===== src/rtl/bcu_pkg.sv =====
package bcu_pkg;
  typedef enum logic [1:0] {
    OP_BCOND   = 2'd0,
    OP_BALWAYS = 2'd1,
    OP_LOOP    = 2'd2,
    OP_RSVD    = 2'd3
  } op_e;

  typedef enum logic [3:0] {
    COND_T, COND_F, COND_HI, COND_LS, COND_CC, COND_CS, COND_NE, COND_EQ,
    COND_VC, COND_VS, COND_PL, COND_MI, COND_GE, COND_LT, COND_GT, COND_LE
  } cond_e;

  typedef struct packed {
    logic n;
    logic z;
    logic v;
    logic c;
  } flags_t;
endpackage


===== src/rtl/bcu_cond_eval.sv =====
module bcu_cond_eval
  import bcu_pkg::*;
(
  input  logic [3:0] cond_i,
  input  logic [3:0] flags_i,
  output logic       cond_true_o
);
  flags_t f;
  logic   sgn_ge;

  assign f      = flags_t'(flags_i);
  assign sgn_ge = (f.n == f.v);

  always_comb begin
    unique case (cond_e'(cond_i))
      COND_T:  cond_true_o = 1'b1;
      COND_F:  cond_true_o = 1'b0;
      COND_HI: cond_true_o = ~f.c & ~f.z;
      COND_LS: cond_true_o = f.c | f.z;
      COND_CC: cond_true_o = ~f.c;
      COND_CS: cond_true_o = f.c;
      COND_NE: cond_true_o = ~f.z;
      COND_EQ: cond_true_o = f.z;
      COND_VC: cond_true_o = ~f.v;
      COND_VS: cond_true_o = f.v;
      COND_PL: cond_true_o = ~f.n;
      COND_MI: cond_true_o = f.n;
      COND_GE: cond_true_o = sgn_ge;
      COND_LT: cond_true_o = ~sgn_ge;
      COND_GT: cond_true_o = ~f.z & sgn_ge;
      COND_LE: cond_true_o = f.z | ~sgn_ge;
      default: cond_true_o = 1'b0;
    endcase
  end
endmodule


===== src/rtl/bcu_loop_ctr.sv =====
module bcu_loop_ctr #(
  parameter int CNT_W  = 32,
  parameter int LOOP_W = 16
) (
  input  logic [CNT_W-1:0] cnt_i,
  input  logic             dec_en_i,
  output logic [CNT_W-1:0] cnt_o,
  output logic             expired_o
);
  localparam int HI_W = CNT_W - LOOP_W;

  logic [LOOP_W-1:0] lo_dec;

  assign lo_dec    = cnt_i[LOOP_W-1:0] - LOOP_W'(1);
  // counter reads -1 after the decrement
  assign expired_o = dec_en_i & (&lo_dec);

  generate
    if (HI_W > 0) begin : g_split
      assign cnt_o = {cnt_i[CNT_W-1:LOOP_W],
                      dec_en_i ? lo_dec : cnt_i[LOOP_W-1:0]};
    end else begin : g_full
      assign cnt_o = dec_en_i ? lo_dec : cnt_i;
    end
  endgenerate
endmodule


===== src/rtl/bcu_target.sv =====
module bcu_target #(
  parameter int ADDR_W = 32
) (
  input  logic [ADDR_W-1:0] pc_i,
  input  logic [ADDR_W-1:0] disp_i,
  output logic [ADDR_W-1:0] target_o
);
  assign target_o = pc_i + disp_i;
endmodule


===== src/rtl/branch_loop_unit.sv =====
module branch_loop_unit
  import bcu_pkg::*;
#(
  parameter int ADDR_W = 32,
  parameter int CNT_W  = 32,
  parameter int LOOP_W = 16
) (
  input  logic              clk_i,
  input  logic              rst_ni,
  input  logic              valid_i,
  input  logic [1:0]        op_i,
  input  logic [3:0]        cond_i,
  input  logic [3:0]        flags_i,
  input  logic [ADDR_W-1:0] pc_i,
  input  logic [ADDR_W-1:0] disp_i,
  input  logic [CNT_W-1:0]  cnt_i,
  output logic              valid_o,
  output logic              taken_o,
  output logic [ADDR_W-1:0] next_pc_o,
  output logic [CNT_W-1:0]  cnt_o,
  output logic              cnt_we_o
);
  op_e               op;
  logic              cond_true;
  logic              dec_en;
  logic              expired;
  logic              take_d;
  logic              we_d;
  logic [ADDR_W-1:0] target;
  logic [ADDR_W-1:0] pc_d;
  logic [CNT_W-1:0]  cnt_d;

  assign op = op_e'(op_i);

  bcu_cond_eval u_cond (
    .cond_i      (cond_i),
    .flags_i     (flags_i),
    .cond_true_o (cond_true)
  );

  bcu_target #(.ADDR_W(ADDR_W)) u_tgt (
    .pc_i     (pc_i),
    .disp_i   (disp_i),
    .target_o (target)
  );

  assign dec_en = (op == OP_LOOP) & ~cond_true;

  bcu_loop_ctr #(.CNT_W(CNT_W), .LOOP_W(LOOP_W)) u_ctr (
    .cnt_i     (cnt_i),
    .dec_en_i  (dec_en),
    .cnt_o     (cnt_d),
    .expired_o (expired)
  );

  always_comb begin
    take_d = 1'b0;
    we_d   = 1'b0;
    unique case (op)
      OP_BCOND:   take_d = cond_true;
      OP_BALWAYS: take_d = 1'b1;
      OP_LOOP: begin
        we_d   = dec_en;
        take_d = dec_en & ~expired;
      end
      default: ;
    endcase
  end

  assign pc_d = take_d ? target : pc_i;

  always_ff @(posedge clk_i or negedge rst_ni) begin
    if (!rst_ni) begin
      valid_o   <= 1'b0;
      taken_o   <= 1'b0;
      cnt_we_o  <= 1'b0;
      next_pc_o <= '0;
      cnt_o     <= '0;
    end else begin
      valid_o  <= valid_i;
      taken_o  <= valid_i & take_d;
      cnt_we_o <= valid_i & we_d;
      if (valid_i) begin
        next_pc_o <= pc_d;
        cnt_o     <= cnt_d;
      end
    end
  end
endmodule


===== config.mk =====
export PLATFORM = sky130hd
export DESIGN_NAME = branch_loop_unit
export DESIGN_NICKNAME = d
export VERILOG_FILES = /design/src/rtl/bcu_pkg.sv /design/src/rtl/bcu_cond_eval.sv /design/src/rtl/bcu_loop_ctr.sv /design/src/rtl/bcu_target.sv /design/src/rtl/branch_loop_unit.sv
export SDC_FILE = /design/constraint.sdc
export NUM_CORES = 1
export LEC_CHECK = 0
export BUFFER_PORTS_ARGS = -buffer_cell sky130_fd_sc_hd__buf_2
export CAP_MARGIN = 20
export CORE_ASPECT_RATIO = 0.5
export CORE_MARGIN = 2
export CORE_UTILIZATION = 39
export DETAILED_ROUTE_END_ITERATION = 7
export SLEW_MARGIN = 20
export SYNTH_ARGS = -nofsm -noshare
export SYNTH_HDL_FRONTEND = slang
export SYNTH_SLANG_ARGS = --single-unit
export TNS_END_PERCENT = 30

===== constraint.sdc =====
create_clock -name clk_i -period 1 [get_ports clk_i]
set_input_delay 0.15 -clock clk_i [delete_from_list [all_inputs] [get_ports clk_i]]
set_output_delay 0.15 -clock clk_i [all_outputs]
set_load 0.02 [all_outputs]

# == Yosys cells after proc, flatten, opt, wreduce, memory -nomap -nowiden ==
# Index checks and enable logic that the tools add are counted.
# word_totals
register_bits,67
input_bits,109
out_inout_bits,67
elab_cells,49
# classes
add_sub_neg,2
eq_ne,18
mux,5
bitwise,16
reduce_logical,3
# op_table
op,count
32-bit adder,1
4-bit == test (second input constant),8
32-bit 2-to-1 mux,1
4-bit by 3-bit == test with 1-bit output (second input constant),4
16-bit 2-to-1 mux,1
1-bit one-hot mux with 16 select lines,1
16-bit AND reduction,1
16-bit by 1-bit subtractor with 16-bit output (second input constant),1
4-bit by 2-bit == test with 1-bit output (second input constant),2
1-bit bitwise AND,7
1-bit NOT,7
4-bit by 1-bit == test with 1-bit output (second input constant),1
4-bit logical NOT,1
1-bit one-hot mux with 3 select lines,1
2-bit by 1-bit == test with 1-bit output (second input constant),1
2-bit == test (second input constant),1
2-bit logical NOT,1
1-bit bitwise OR,2
1-bit == test,1
1-bit 2-to-1 mux,1

# == Logic depth before layout (Yosys ltp) ==
# logic_depth
depth_word,11
mapped_depth,13
depth_no_buf,12

# == By module ==
# Synthesis repeated with hierarchy kept, for this count alone.
# unflattened
cells_unflattened,600
area_unflattened_um2,5311.3
# by_module_without_submodules
module,instances,cells_each,area_per_inst_um2,seq_area_each_um2
branch_loop_unit,1,258,2859.0,1676.6
bcu_target,1,221,1601.5,0.0
bcu_loop_ctr,1,95,655.6,0.0
bcu_cond_eval,1,26,195.2,0.0

# == Worst setup path after synthesis ==
# OpenSTA, ideal clock, no wires.
# synth_timing
path_kind,input -> register
startpoint,input pc_i[8]
endpoint,register next_pc_o[31]
setup_time_ns,0.082
arrival_ns,2.413
t_required_ns,0.918
setup_slack_ns,-1.495
stages,10
n_path_buf,0
path_cell_list,ha_1 and3_1 and3_1 a211o_1 a31oi_2 o211ai_1 a311oi_2 xor2_1 or3_1 a31oi_1
# synth_via
elab_chain_cells,2
# synth_lines
item,line,source
"start, declared",branch_loop_unit.sv:14,"input logic [ADDR_W-1:0] pc_i,"
32-bit adder,bcu_target.sv:8,assign target_o = pc_i + disp_i;
32-bit 2-to-1 mux,branch_loop_unit.sv:70,assign pc_d = take_d ? target : pc_i;
"end signal, assigned",branch_loop_unit.sv:84,next_pc_o <= pc_d;
"end, declared",branch_loop_unit.sv:19,"output logic [ADDR_W-1:0] next_pc_o,"
# Every way passes these cells.
# A chain may end at the register's enable or synchronous reset.

# == Final worst setup path ==
# layout_timing
startpoint,input pc_i[6]
endpoint,register next_pc_o[31]
# Same word-level chain as after synthesis.

==> impl_metrics.py <==
metrics = {
    "cells_and_area": {
        "diodes": 0,
        "nets": 1033,
        "multi_input_area_mm2": 0.00377,
        "syn_to_final_growth_pct": 66.9,
        "seqCellArea_mm2": 0.00168,
        "design_area_mm2": 0.00850,
        "fill_cells": 1052,
        "drive_gt1_frac": 0.513,
    },
    "place": {
        "gp_congestion": 0.844,
        "port_buffers": 175,
        "placed_area_mm2": 0.00733,
        "dp.final_hpwl_um": 11700,
    },
    "routing": {
        "wirelength_met1_um": 7050,
        "drt-vias-per-instance": 5.00,
        "drt_wl_total_um": 15600,
        "wl_met3_um": 641,
        "drc_errors": 0,
        "ant_nets": 0,
        "dr.pass1.iters": 6,
        "num_vias": 5328,
        "top_layer": "met4",
        "drt_iter0_drc": 246,
        "avgRoutedWirePerCell_um": 14.7,
        "route.met2.wl_um": 7710,
    },
    "die": {
        "fp.dieW_um": 166,
        "fp-row-count": 29,
        "die-area_mm2": 0.0140,
        "pin_count": 176,
        "coreArea_mm2": 0.0127,
        "initial_core_util": 0.401,
        "die_h_um": 84.8,
    },
    "sta": {
        "hold_viol": 0,
        "final_max_slew_viol_count": 0,
        "setup_viol": 115,
        "timing.fmax_ghz": 0.464,
        "min_period_ns": 2.15,
        "rsz0062_at_grt": "yes",
        "slew_headroom": 0.730,
        "setup_ws_ns": -1.15,
        "min_period_over_period": 2.15,
        "fin_skew_ns": 0,
        "tightest_slew_ns": 0.402,
    },
    "pwr": {
        "p_int_uw": 7720,
        "p_sw_frac": 0.338,
        "p_switching_uw": 3940,
        "pwr-share-clk": 0.301,
        "seqPwrFrac": 0.284,
        "leakage_uw": 0.00402,
        "peakVddDrop_v": 0.000699,
        "p_total_uw": 11700,
        "power_density_mw_per_mm2": 1370,
        "combPwrFrac": 0.414,
    },
    "critical_path": {
        "worst-path-max-fanout": 4,
        "cp-end-kind": "register",
        "criticalPathCategory": "in -> reg",
        "arrival_ns": 2.40,
        "worstPathCellList": "buf_2 > ha_4 > and3_4 > and3_4 > a211o_4 > a31oi_4 > o211ai_1 > a311oi_2 > xor2_1 > or3_1 > a31oi_1",
        "critPathSlowestCell": "a211o_4",
        "critPathMostFrequentCell": "and3_4",
        "cpPeakStageDelay_ns": 0.36,
        "critPathRequiredTime_ns": 1.25,
        "cp-start-kind": "input pin",
    },
    "clock_tree": {
        "numCtsBuffers": 9,
        "cts_sinks": 67,
        "cts_max_level": 3,
        "clk_latency_ns": 0.33,
        "tritoncts": "yes",
        "cts_buffer_depth": 2,
        "cts_root_buf": "clkbuf_16",
        "clkSlewWorstSetupHoldPaths_ns": 0.06,
    },
    "synthesis": {
        "syn_area_mm2": 0.00509,
        "synth_nets": 715,
        "synth_async_sr_flop_share": 1.00,
        "synth-seq-cells": 67,
        "netlist_instances": 572,
        "syn_avg_cell_area_um2": 8.90,
        "synth.distinct_cells": 62,
        "synth-edff-count": 0,
        "ys_seq_area_frac": 0.329,
        "synth_flop_cell": "dfrtp_1",
        "yosysWarnings": 0,
    },
    "global_route": {
        "gr-total-overflow": 0,
        "track_usage": 0.222,
        "grt_pass1_vias": 5302,
        "antenna_found_initial": 0,
        "grt_max_degree": 28,
        "grt_pass1_wl_um": 24800,
    },
    "status": {
        "outcome": "complete, but fails checks",
        "violations": "setup timing",
    },
    "flow_run": {
        "cap_violations": 0,
    },
    "worst_hold_path": {
        "hold_path_class": "in -> reg",
    },
}
[cell usage in the layout (no fill, tap or decap), types with 6 or more instances in the layout]
master       n
a21o_1      14
a21oi_1     63
a21oi_2      8
a31oi_1      7
and3_1       6
buf_12       8
buf_2      147
buf_4      142
buf_6       30
clkbuf_16   12
dfrtp_1     67
ha_1        22
ha_4        11
inv_1        7
mux2_2      16
mux2i_1     23
nand2_1     36
nand3_1      8
nor2_1      66
o21ai_0     13
or3_1        6
xnor2_1     22
xor2_1      19
[timing repair]
item	CTS	global route
endpoints found under the hold margin	61	0
gates resized for setup	66	69
setup buffers	12	7
gates cloned	2	2
setup endpoints to repair	117	117
hold buffers	1	0
pin swaps	41	35
[synthesized netlist by cell type, types with 9 or more instances]
library cell	number	area (um2)
clkbuf_1	19	71.3
dfrtp_1	67	1680
nor2_1	68	255
nand3_1	9	45.0
xor2_1	22	193
mux2i_1	29	290
a21o_1	14	105
nand2_1	39	146
a21oi_1	72	360
inv_1	12	45.0
xnor2_1	23	201
and3_1	9	56.3
o21ai_0	16	80.1
mux2_2	18	203
a31oi_1	10	62.6
ha_1	33	413
[power groups by stage]
stage / sequential [uW] / clock (uW) / combinational (uW)
floorplan: 3820 / 0 / 1910
global placement: 3320 / 0 / 4050
detailed placement: 3340 / 0 / 4110
CTS: 3310 / 3610 / 4500
global route: 3360 / 3720 / 5240
finish: 3310 / 3510 / 4830
[worst paths after layout]
check	slack, ns	from	depth (start not counted)	endpoint
setup / recovery	-1.15	pc_i[6]	11	next_pc_o[31]$_DFFE_PN0P_
hold / removal	0.04	cnt_i[16]	2	cnt_o[16]$_DFFE_PN0P_
setup reg to reg	0.04	next_pc_o[28]$_DFFE_PN0P_	3	next_pc_o[28]$_DFFE_PN0P_
hold reg to reg	0.50	cnt_o[16]$_DFFE_PN0P_	1	cnt_o[16]$_DFFE_PN0P_
max in group asynchronous	0.33	rst_ni	3	next_pc_o[28]$_DFFE_PN0P_
min in group asynchronous	0.24	rst_ni	2	cnt_o[11]$_DFFE_PN0P_
[registers in the layout (all words and copies together) (netlist names)]
| register | count |
|---|---|
| next_pc_o | 32 |
| cnt_o | 32 |
| valid_o | 1 |
| cnt_we_o | 1 |
| taken_o | 1 |
[worst max-delay path, delay by kind of cell]
kind                       cells  cell delay [ns]
AOI/OAI and AO/OA              5             1.11
and+or+nand+nor                3             0.65
adders and majority gates      1             0.25
buffers and inverters          1             0.12
xor gates and xnor gates       1             0.12
[stage by stage]
step | setup WS (ns) | instances | TNS (ns) | util | hold slack (ns)
after floorplan | -1.32 | 572 | -51.81 | - | -0.146
after global placement | -1.56 | 1026 | -62.73 | 0.577 | 0.0522
after detailed placement | -1.62 | 1026 | -64.35 | 0.577 | 0.0617
after CTS | -1.14 | 1057 | -48.39 | 0.639 | 0.0280
after global routing | -1.26 | 1065 | -55.99 | 0.669 | 0.0233
final | -1.15 | 1065 | -47.81 | 0.669 | 0.0428
[metal layers]
layer / GRT usage / vias to the layer above
met2: 0.378 / 106
li1: - / 2687
met5: 0 / -
met3: 0.0509 / 18
met1: 0.285 / 2517
met4: 0.0572 / 0
[logic make-up (layout without fill, tap and decap cells)]
group | after synthesis | in the layout | share of synthesized area
mux | 47 | 47 | 0.0968
buf+inv | 41 | 364 | 0.0391
fa+ha+maj | 34 | 34 | 0.0850
simple gates | 178 | 178 | 0.176
flops | 67 | 67 | 0.329
compound gates | 160 | 160 | 0.196
xor+xnor | 45 | 45 | 0.0774
[layout make-up]
| class | instances | share of cell area |
|---|---|---|
| inverters | 12 | 0.00530 |
| clock inverters | 7 | 0.0116 |
| repair buffers | 336 | 0.291 |
| well taps | 170 | 0.0250 |
| flip-flops and latches | 67 | 0.197 |
| clock buffers | 9 | 0.0265 |
| multi-input cells | 464 | 0.443 |
Power figures use the tool's default switching activity.
